==> config.mk <==
export PLATFORM = sky130hd
export DESIGN_NAME = sbu_core
export DESIGN_NICKNAME = d
export VERILOG_FILES = /design/src/rtl/sbu_pkg.sv /design/src/rtl/sbu_shift.sv /design/src/rtl/sbu_bitop.sv /design/src/rtl/sbu_core.sv
export SDC_FILE = /design/constraint.sdc
export NUM_CORES = 1
export LEC_CHECK = 0
export ABC_AREA = 1
export BUFFER_PORTS_ARGS = -buffer_cell sky130_fd_sc_hd__buf_2
export CAP_MARGIN = 20
export CORE_MARGIN = 8
export CORE_UTILIZATION = 44
export CTS_CLUSTER_SIZE = 25
export DETAILED_ROUTE_END_ITERATION = 16
export GPL_ROUTABILITY_DRIVEN = 0
export PLACE_DENSITY = 0.84
export SETUP_SLACK_MARGIN = 0.4
export SYNTH_ARGS = -nofsm -noshare
export SYNTH_HDL_FRONTEND = slang
export SYNTH_SLANG_ARGS = --single-unit
==> constraint.sdc <==
create_clock -name clk -period 1.2 [get_ports clk]
set_input_delay 0.36 -clock clk [delete_from_list [all_inputs] [get_ports clk]]
set_output_delay 0.36 -clock clk [all_outputs]
set_load 0.05 [all_outputs]
==> src/rtl/sbu_pkg.sv <==
package sbu_pkg;
  localparam int FLAG_W = 8;
  localparam int FZ = 7;
  localparam int FN = 6;
  localparam int FH = 5;
  localparam int FC = 4;

  typedef enum logic [1:0] {
    GRP_SHIFT = 2'd0,
    GRP_TEST  = 2'd1,
    GRP_CLR   = 2'd2,
    GRP_SET   = 2'd3
  } grp_e;

  typedef enum logic [2:0] {
    OP_ROLC = 3'd0,
    OP_RORC = 3'd1,
    OP_ROLT = 3'd2,
    OP_RORT = 3'd3,
    OP_SHL  = 3'd4,
    OP_SHRA = 3'd5,
    OP_NSWP = 3'd6,
    OP_SHRL = 3'd7
  } shop_e;

  typedef struct packed {
    logic z;
    logic n;
    logic h;
    logic c;
  } flags_t;

  function automatic logic [FLAG_W-1:0] pack_flags(flags_t f);
    logic [FLAG_W-1:0] v;
    v = '0;
    v[FZ] = f.z;
    v[FN] = f.n;
    v[FH] = f.h;
    v[FC] = f.c;
    return v;
  endfunction
endpackage

==> src/rtl/sbu_shift.sv <==
module sbu_shift
  import sbu_pkg::*;
#(
  parameter int W = 8
) (
  input  logic [W-1:0] op_i,
  input  logic [2:0]   code_i,
  input  logic         cin_i,
  input  logic         acc_i,
  output logic [W-1:0] res_o,
  output flags_t       fl_o
);
  localparam int HALF = W / 2;

  logic [W-1:0] swapped;
  logic         cout;

  genvar gi;
  generate
    for (gi = 0; gi < HALF; gi++) begin : g_swap
      assign swapped[gi]        = op_i[gi + HALF];
      assign swapped[gi + HALF] = op_i[gi];
    end
  endgenerate

  always_comb begin
    res_o = op_i;
    cout  = 1'b0;
    case (shop_e'(code_i))
      OP_ROLC: begin res_o = {op_i[W-2:0], op_i[W-1]}; cout = op_i[W-1]; end
      OP_RORC: begin res_o = {op_i[0], op_i[W-1:1]};   cout = op_i[0];   end
      OP_ROLT: begin res_o = {op_i[W-2:0], cin_i};     cout = op_i[W-1]; end
      OP_RORT: begin res_o = {cin_i, op_i[W-1:1]};     cout = op_i[0];   end
      OP_SHL:  begin res_o = {op_i[W-2:0], 1'b0};      cout = op_i[W-1]; end
      OP_SHRA: begin res_o = {op_i[W-1], op_i[W-1:1]}; cout = op_i[0];   end
      OP_NSWP: begin res_o = swapped;                  cout = 1'b0;      end
      OP_SHRL: begin res_o = {1'b0, op_i[W-1:1]};      cout = op_i[0];   end
      default: begin res_o = op_i;                     cout = 1'b0;      end
    endcase
  end

  logic acc_rot;
  assign acc_rot = acc_i && (code_i[2] == 1'b0);

  always_comb begin
    fl_o.z = acc_rot ? 1'b0 : (res_o == '0);
    fl_o.n = 1'b0;
    fl_o.h = 1'b0;
    fl_o.c = cout;
  end
endmodule

==> src/rtl/sbu_bitop.sv <==
module sbu_bitop
  import sbu_pkg::*;
#(
  parameter int W = 8,
  parameter int IDX_W = $clog2(W)
) (
  input  logic [W-1:0]     op_i,
  input  logic [IDX_W-1:0] idx_i,
  input  logic [1:0]       grp_i,
  output logic [W-1:0]     res_o,
  output logic             bit_zero_o
);
  logic [W-1:0] mask;

  always_comb begin
    mask = '0;
    mask[idx_i] = 1'b1;
  end

  assign bit_zero_o = ((op_i & mask) == '0);

  always_comb begin
    case (grp_e'(grp_i))
      GRP_CLR: res_o = op_i & ~mask;
      GRP_SET: res_o = op_i | mask;
      default: res_o = op_i;
    endcase
  end
endmodule

==> src/rtl/sbu_core.sv <==
module sbu_core
  import sbu_pkg::*;
#(
  parameter int W = 8,
  localparam int IDX_W = $clog2(W),
  localparam int SEL_W = (IDX_W > 3) ? IDX_W : 3
) (
  input  logic              clk,
  input  logic              rst,
  input  logic              in_valid,
  input  logic [1:0]        grp_i,
  input  logic [SEL_W-1:0]  sel_i,
  input  logic              acc_mode_i,
  input  logic [W-1:0]      operand_i,
  input  logic [FLAG_W-1:0] flags_i,
  output logic              out_valid,
  output logic [W-1:0]      result_o,
  output logic [FLAG_W-1:0] flags_o,
  output logic              wb_en_o
);
  flags_t       fin;
  logic [W-1:0] sh_res;
  flags_t       sh_fl;
  logic [W-1:0] bo_res;
  logic         bo_zero;

  assign fin.z = flags_i[FZ];
  assign fin.n = flags_i[FN];
  assign fin.h = flags_i[FH];
  assign fin.c = flags_i[FC];

  sbu_shift #(.W(W)) u_shift (
    .op_i   (operand_i),
    .code_i (sel_i[2:0]),
    .cin_i  (fin.c),
    .acc_i  (acc_mode_i),
    .res_o  (sh_res),
    .fl_o   (sh_fl)
  );

  sbu_bitop #(.W(W), .IDX_W(IDX_W)) u_bitop (
    .op_i       (operand_i),
    .idx_i      (sel_i[IDX_W-1:0]),
    .grp_i      (grp_i),
    .res_o      (bo_res),
    .bit_zero_o (bo_zero)
  );

  logic [W-1:0]      nx_res;
  flags_t            nx_fl;
  logic              nx_wb;

  always_comb begin
    nx_res = bo_res;
    nx_fl  = fin;
    nx_wb  = 1'b1;
    case (grp_e'(grp_i))
      GRP_SHIFT: begin
        nx_res = sh_res;
        nx_fl  = sh_fl;
      end
      GRP_TEST: begin
        nx_fl.z = bo_zero;
        nx_fl.n = 1'b0;
        nx_fl.h = 1'b1;
        nx_fl.c = fin.c;
        nx_wb   = 1'b0;
      end
      default: begin
        nx_fl = fin;
      end
    endcase
  end

  always_ff @(posedge clk) begin
    if (rst) begin
      out_valid <= 1'b0;
      result_o  <= '0;
      flags_o   <= '0;
      wb_en_o   <= 1'b0;
    end else begin
      out_valid <= in_valid;
      if (in_valid) begin
        result_o <= nx_res;
        flags_o  <= pack_flags(nx_fl);
        wb_en_o  <= nx_wb;
      end
    end
  end

  assert_flag_low_zero_R3: assert property (@(posedge clk) disable iff (rst)
    flags_o[3:0] == 4'b0);

  assert_test_no_wb_R11: assert property (@(posedge clk) disable iff (rst)
    (in_valid && grp_i == 2'd1) |=> !wb_en_o);

  assert_test_keeps_c_R9: assert property (@(posedge clk) disable iff (rst)
    (in_valid && grp_i == 2'd1) |=> (flags_o[FC] == $past(flags_i[FC]) && flags_o[FH]));

  assert_clrset_flags_R10: assert property (@(posedge clk) disable iff (rst)
    (in_valid && grp_i[1]) |=> (flags_o[7:4] == $past(flags_i[7:4])));

  assert_acc_rot_zclr_R12: assert property (@(posedge clk) disable iff (rst)
    (in_valid && grp_i == 2'd0 && acc_mode_i && sel_i[2] == 1'b0) |=> !flags_o[FZ]);

  assert_swap_cclr_R7: assert property (@(posedge clk) disable iff (rst)
    (in_valid && grp_i == 2'd0 && sel_i[2:0] == 3'd6) |=> !flags_o[FC]);

  assert_hold_idle_R2: assert property (@(posedge clk) disable iff (rst)
    (!in_valid && out_valid) |=> ($stable(result_o) && $stable(flags_o) && !out_valid));
endmodule

== Word-level counts from Yosys, hierarchy flattened ==
Cells that the tools add are included.
Storage, ports and cells
  register bits after elaboration: 14
  input port bits: 25
  output and inout bits: 18
  logic and storage cells: 38
Operators by class
  $lt $le $gt $ge: 2
  eq/ne operators: 10
  muxes and demuxes: 9
  bitwise operators: 5
  reductions and logical operators: 8
Operators with widths (number)
  $pmux W8 S8: 1
  $and A8 B8 Y8: 2
  $logic_not A8 Y1: 2
  $pmux W8 S2: 1
  $eq A3 B3 Y1 const B: 4
  $mux W8: 1
  $not A8 Y8: 1
  $or A8 B8 Y8: 1
  $pmux W4 S2: 1
  $eq A3 B2 Y1 const B: 2
  $eq A2 B2 Y1 const B: 2
  $lt A3 B4 Y1 const B: 1
  $reduce_or A4 Y1: 1
  $demux W1 S3: 1
  $eq A3 B1 Y1 const B: 1
  $ge A3 B1 Y1 const B: 1
  $logic_not A3 Y1: 1
  $mux W1: 3
  $pmux W1 S3: 1
  $reduce_or A3 Y1: 1
  $eq A2 B1 Y1 const B: 1
  $logic_and A1 B1 Y1: 2
  $logic_not A2 Y1: 1
  $not A1 Y1: 1

== Longest topological paths before layout ==
  word-level depth: 8
  depth in mapped cells: 11
  mapped depth without buffers: 10

== By module ==
A second synthesis with hierarchy kept.
Second synthesis, totals
  cells, all modules: 246
  area, all modules: 1403.8 µm²
Modules (own cells, without submodules)
  sbu_core: times used 1, cells each 115, area each 726.9 µm², sequential area each 280.3 µm²
  sbu_bitop: times used 1, cells each 62, area each 354.1 µm², sequential area each 0.0 µm²
  sbu_shift: times used 1, cells each 69, area each 322.8 µm², sequential area each 0.0 µm²

== Worst setup path after synthesis ==
Ideal clock, no wire load.
  path type: input to register
  start: input port sel_i[0]
  end: register result_o[4]
  library setup time: 0.117 ns
  data arrival time: 1.105 ns
  required time: 1.083 ns
  slack: -0.022 ns
  cell stages on the path: 8
  path buffers: 2
  cells stage by stage: buf_6 buf_6 nor2_1 o21ai_0 a21oi_1 o21ai_0 o211ai_1 inv_1
Between the ends
  cells in the longest elaborated chain, start to end: 8
  elaborated cells between the ends (all ways): 19
  classes of those cells: order compare (2); eq/ne (7); mux (5); bitwise (3); reduce/logical (2)
RTL lines
  start, declared: RTL line sbu_core.sv:12  | input logic [SEL_W-1:0] sel_i,
  $lt A3 B4 Y1 (not written as such) / $ge A3 B1 Y1 (equally long branches): RTL line sbu_bitop.sv:17  | mask[idx_i] = 1'b1;
  $logic_and A1 B1 Y1 (not written as such): RTL line sbu_bitop.sv:17
  $mux W1 (not written as such): RTL line sbu_bitop.sv:17
  $demux W1 S3
  $not A8 Y8: RTL line sbu_bitop.sv:24  | GRP_CLR: res_o = op_i & ~mask;
  $and A8 B8 Y8: RTL line sbu_bitop.sv:24
  $pmux W8 S2: RTL line sbu_bitop.sv:23  | case (grp_e'(grp_i))
  $mux W8 (*): RTL line sbu_core.sv:57  | case (grp_e'(grp_i))
  end signal, assigned: RTL line sbu_core.sv:84  | result_o <= nx_res;
  end, declared: RTL line sbu_core.sv:17  | output logic [W-1:0] result_o,
Every way passes the cells marked *; elsewhere a longest branch is shown, timed or not.
A chain may end at the register's enable or synchronous reset.

== Worst setup path in the final report ==
  start: input port sel_i[0]
  end: register flags_o[7]
Between the ends
  cells in the longest elaborated chain, start to end: 7
  elaborated cells between the ends (all ways): 19
  classes of those cells: order compare (2); eq/ne (7); mux (5); bitwise (1); reduce/logical (4)
RTL lines
  $lt A3 B4 Y1 (not written as such) / $ge A3 B1 Y1 (equally long branches): RTL line sbu_bitop.sv:17
  $logic_and A1 B1 Y1 (not written as such): RTL line sbu_bitop.sv:17
  $mux W1 (not written as such): RTL line sbu_bitop.sv:17
  $demux W1 S3
  $and A8 B8 Y8: RTL line sbu_bitop.sv:20  | assign bit_zero_o = ((op_i & mask) == '0);
  $logic_not A8 Y1: RTL line sbu_bitop.sv:20
  $pmux W4 S2 (*): RTL line sbu_core.sv:57
  end signal, assigned: RTL line sbu_core.sv:85  | flags_o <= pack_flags(nx_fl);
  end, declared: RTL line sbu_core.sv:18  | output logic [FLAG_W-1:0] flags_o,
Marked as above.

==> results.cfg <==
[sta]
layout_min_cycle_time_ns = 1.15
fmax_mhz = 867
fin_skew_ns = 0
setup_viol = 0
finalMaxSlewViolations = 0
fin_crit_sh = 0.961
setup_slack_ns = 0.0471
hold_violations = 0
rsz0062_at_grt = true

[clock_tree]
holdBufCountCts = 0
cts_tree = built
cts_max_level = 1
numCtsBuffers = 3
cts.sinks = 14
clkTransAtPathRegs_ns = 0.09
clockBufferDepth = 2
root_buffer = clkbuf_4
clk_latency_ns = 0.28

[cells_and_area]
layout_common_cells = 43 x nand2_1, 21 x buf_4, 20 x nor2_1
nets = 283
mostFrequentLayoutCell = nand2_1
diodes = 0
drive_gt1_frac = 0.506
finalNonFillerCells = 288
fillers = 180
area_growth_syn_to_layout_pct = 71.7

[global_route]
antenna_found_initial = 0
overflow = 0
grt_max_degree = 20
grt_first_pass_wirelength_um = 7440
grt_usage = 0.207
grt_pass1_vias = 1628

[placement]
dp.cells = 277
place.detailed.hpwl_um = 2950
dp_slack_ns = -0.353
port-buffer-count = 34

[floorplan]
ios = 43
die_w_um = 68.2
core_sq_um = 2660
core.rowCount = 19
die_area_sq_um = 4650
die_h_um = 68.2
start_util = 0.451

[yosys]
syn-instance-count = 199
synth_top_family_by_area = simple AND/OR/NAND/NOR gates
synth_seq_cells = 14
postSynthAreaPerCell_sq_um = 6.03
synth-simple-area-share = 0.382
yosys_warnings = 0
synth_compound_area_frac = 0.236
netlist.area_leader.share = 0.234
synth_area_leaders = dfxtp_1 23%, nand2_1 16%, o21ai_0 12%, nor2_1 7.8%, a21oi_1 5.4%
ys_seq_area_frac = 0.234
synthXorXnorAreaFrac = 0
synthMuxAreaShare = 0
ys.flop_type = dfxtp_1
synth_largest_area_cell = dfxtp_1
synthArstFlopShare = 0
ys_types = 26
synth_adder_area_share = 0
synth_edf_count = 0
synth_area_sq_um = 1200

[drt]
wl_per_cell_um = 16.5
drtIter0Drc = 143
wl_um = 4770
drcViolationCount = 0
first_pass_iters = 4
antenna_left = 0
vias = 1674
via_per_inst = 5.81

[critical_path]
crit_path_frequent_cell = nand2_1
crit_fanout = 8
critical_path_class = in -> reg
r2r_slack_ns = 0.43
crit_arrival_ns = 1.37
end_kind = flop
reg2reg_to = flags_o[5]
reg2reg_from = flags_o[5]
r2r_cells = 3
cp.required_ns = 1.42
slowest_delay_ns = 0.14
worstPathCellList = buf_12 -> buf_6 -> nand2_1 -> inv_1 -> nor2_2 -> nand2_1 -> nor2_1 -> nand2_1 -> nor2_1 -> nand2_1 -> a21oi_1
worstSetupStartpointType = input port
slowest_stage = buf_6

[pwr]
vdd_drop_max_mv = 1.38
power.leakage_uw = 0.000959
p_per_area_nw_per_um2 = 796

[hold_path]
hold_class = in -> reg
min-delay-start = rst
hold_end = flags_o[6]
hold-path-cell-count = 2

[run_status]
status = finished, final reports clean

[job]
drv_cap = 0
==> cells in the mapped netlist, types with 4 or more instances <==
library cell  instances
nand3_1               9
o21ai_0              29
nor2_1               25
a21oi_1              13
dfxtp_1              14
nand3_2               5
nand2_1              52
nor2_2                4
o211ai_1              4
buf_4                 4
inv_1                15
buf_6                 4
==> sequential cells by signal, indices dropped and copies added, names as in the netlist <==
signal	cells
result_o	8
flags_o	4
out_valid	1
wb_en_o	1
==> repair_timing <==
item / 4_1_cts / 5_1_grt
gates cloned: 2 / 0
setup endpoints to repair: 24 / 25
resized for setup: 92 / 18
buffers inserted: 2 / 3
endpoints found under the hold margin: 0 / 0
pin swaps: 20 / 21
==> cell families (layout without fill, tap and decap cells) <==
kind of cell	Yosys count	count (layout)
compound gates	52	52
buf+inv	33	88
flops	14	14
other cells	1	4
simple gates	99	99
==> cell type report <==
cell class,count,area [sq um],area share
clock buffer,4,36.3,0.0176
inverter,20,97.6,0.0474
multi-input combinational,155,918,0.446
sequential,14,330,0.160
tap,31,38.8,0.0188
timing repair buffer,63,633,0.307
timing repair inverter,1,6.26,0.00304
==> layer usage <==
layer / track usage / part of all wire
met5: 0 / 0
met4: 0.136 / 0.059
met3: 0.0589 / 0.090
met2: 0.347 / 0.49
met1: 0.224 / 0.36
==> worst max-delay path by stage <==
stage                       endpoint  slack, ns      from  depth (start not counted)
final                     flags_o[7]       0.05  sel_i[0]                         11
after global routing      flags_o[7]      0.007  sel_i[0]                         11
after CTS                    wb_en_o       0.05   wb_en_o                          1
after detailed placement  flags_o[7]      -0.35  sel_i[2]                         11
after global placement    flags_o[7]      -0.34  sel_i[2]                         11
after floorplan           flags_o[7]       0.02  sel_i[0]                          9
==> stage by stage <==
stage	cell area (sq um)	TNS [ns]	util	hold WS (ns)	total power [uW]
after floorplan	1380	0	-	0.419	948
after global placement	1590	-2.39	0.598	0.463	1080
after detailed placement	1590	-2.50	0.598	0.474	1090
after CTS	1980	0	0.744	0.247	1590
after global routing	2060	0	0.774	0.235	1720
final	2060	0	0.774	0.250	1640
==> worst max-delay path: cells and delay by family <==
kind | cells | cell delay (ns)
buf+inv | 3 | 0.33
simple gates | 7 | 0.55
compound gates | 1 | 0.12
==> power by group <==
part / internal (uW) / total, uW / switching [uW] / leakage, uW
combinational: 319 / 779 / 460 / 0.000813
sequential: 492 / 519 / 27.7 / 0.000124
clock: 185 / 342 / 157 / 0.0000210
(Power assumes the default switching activity.)
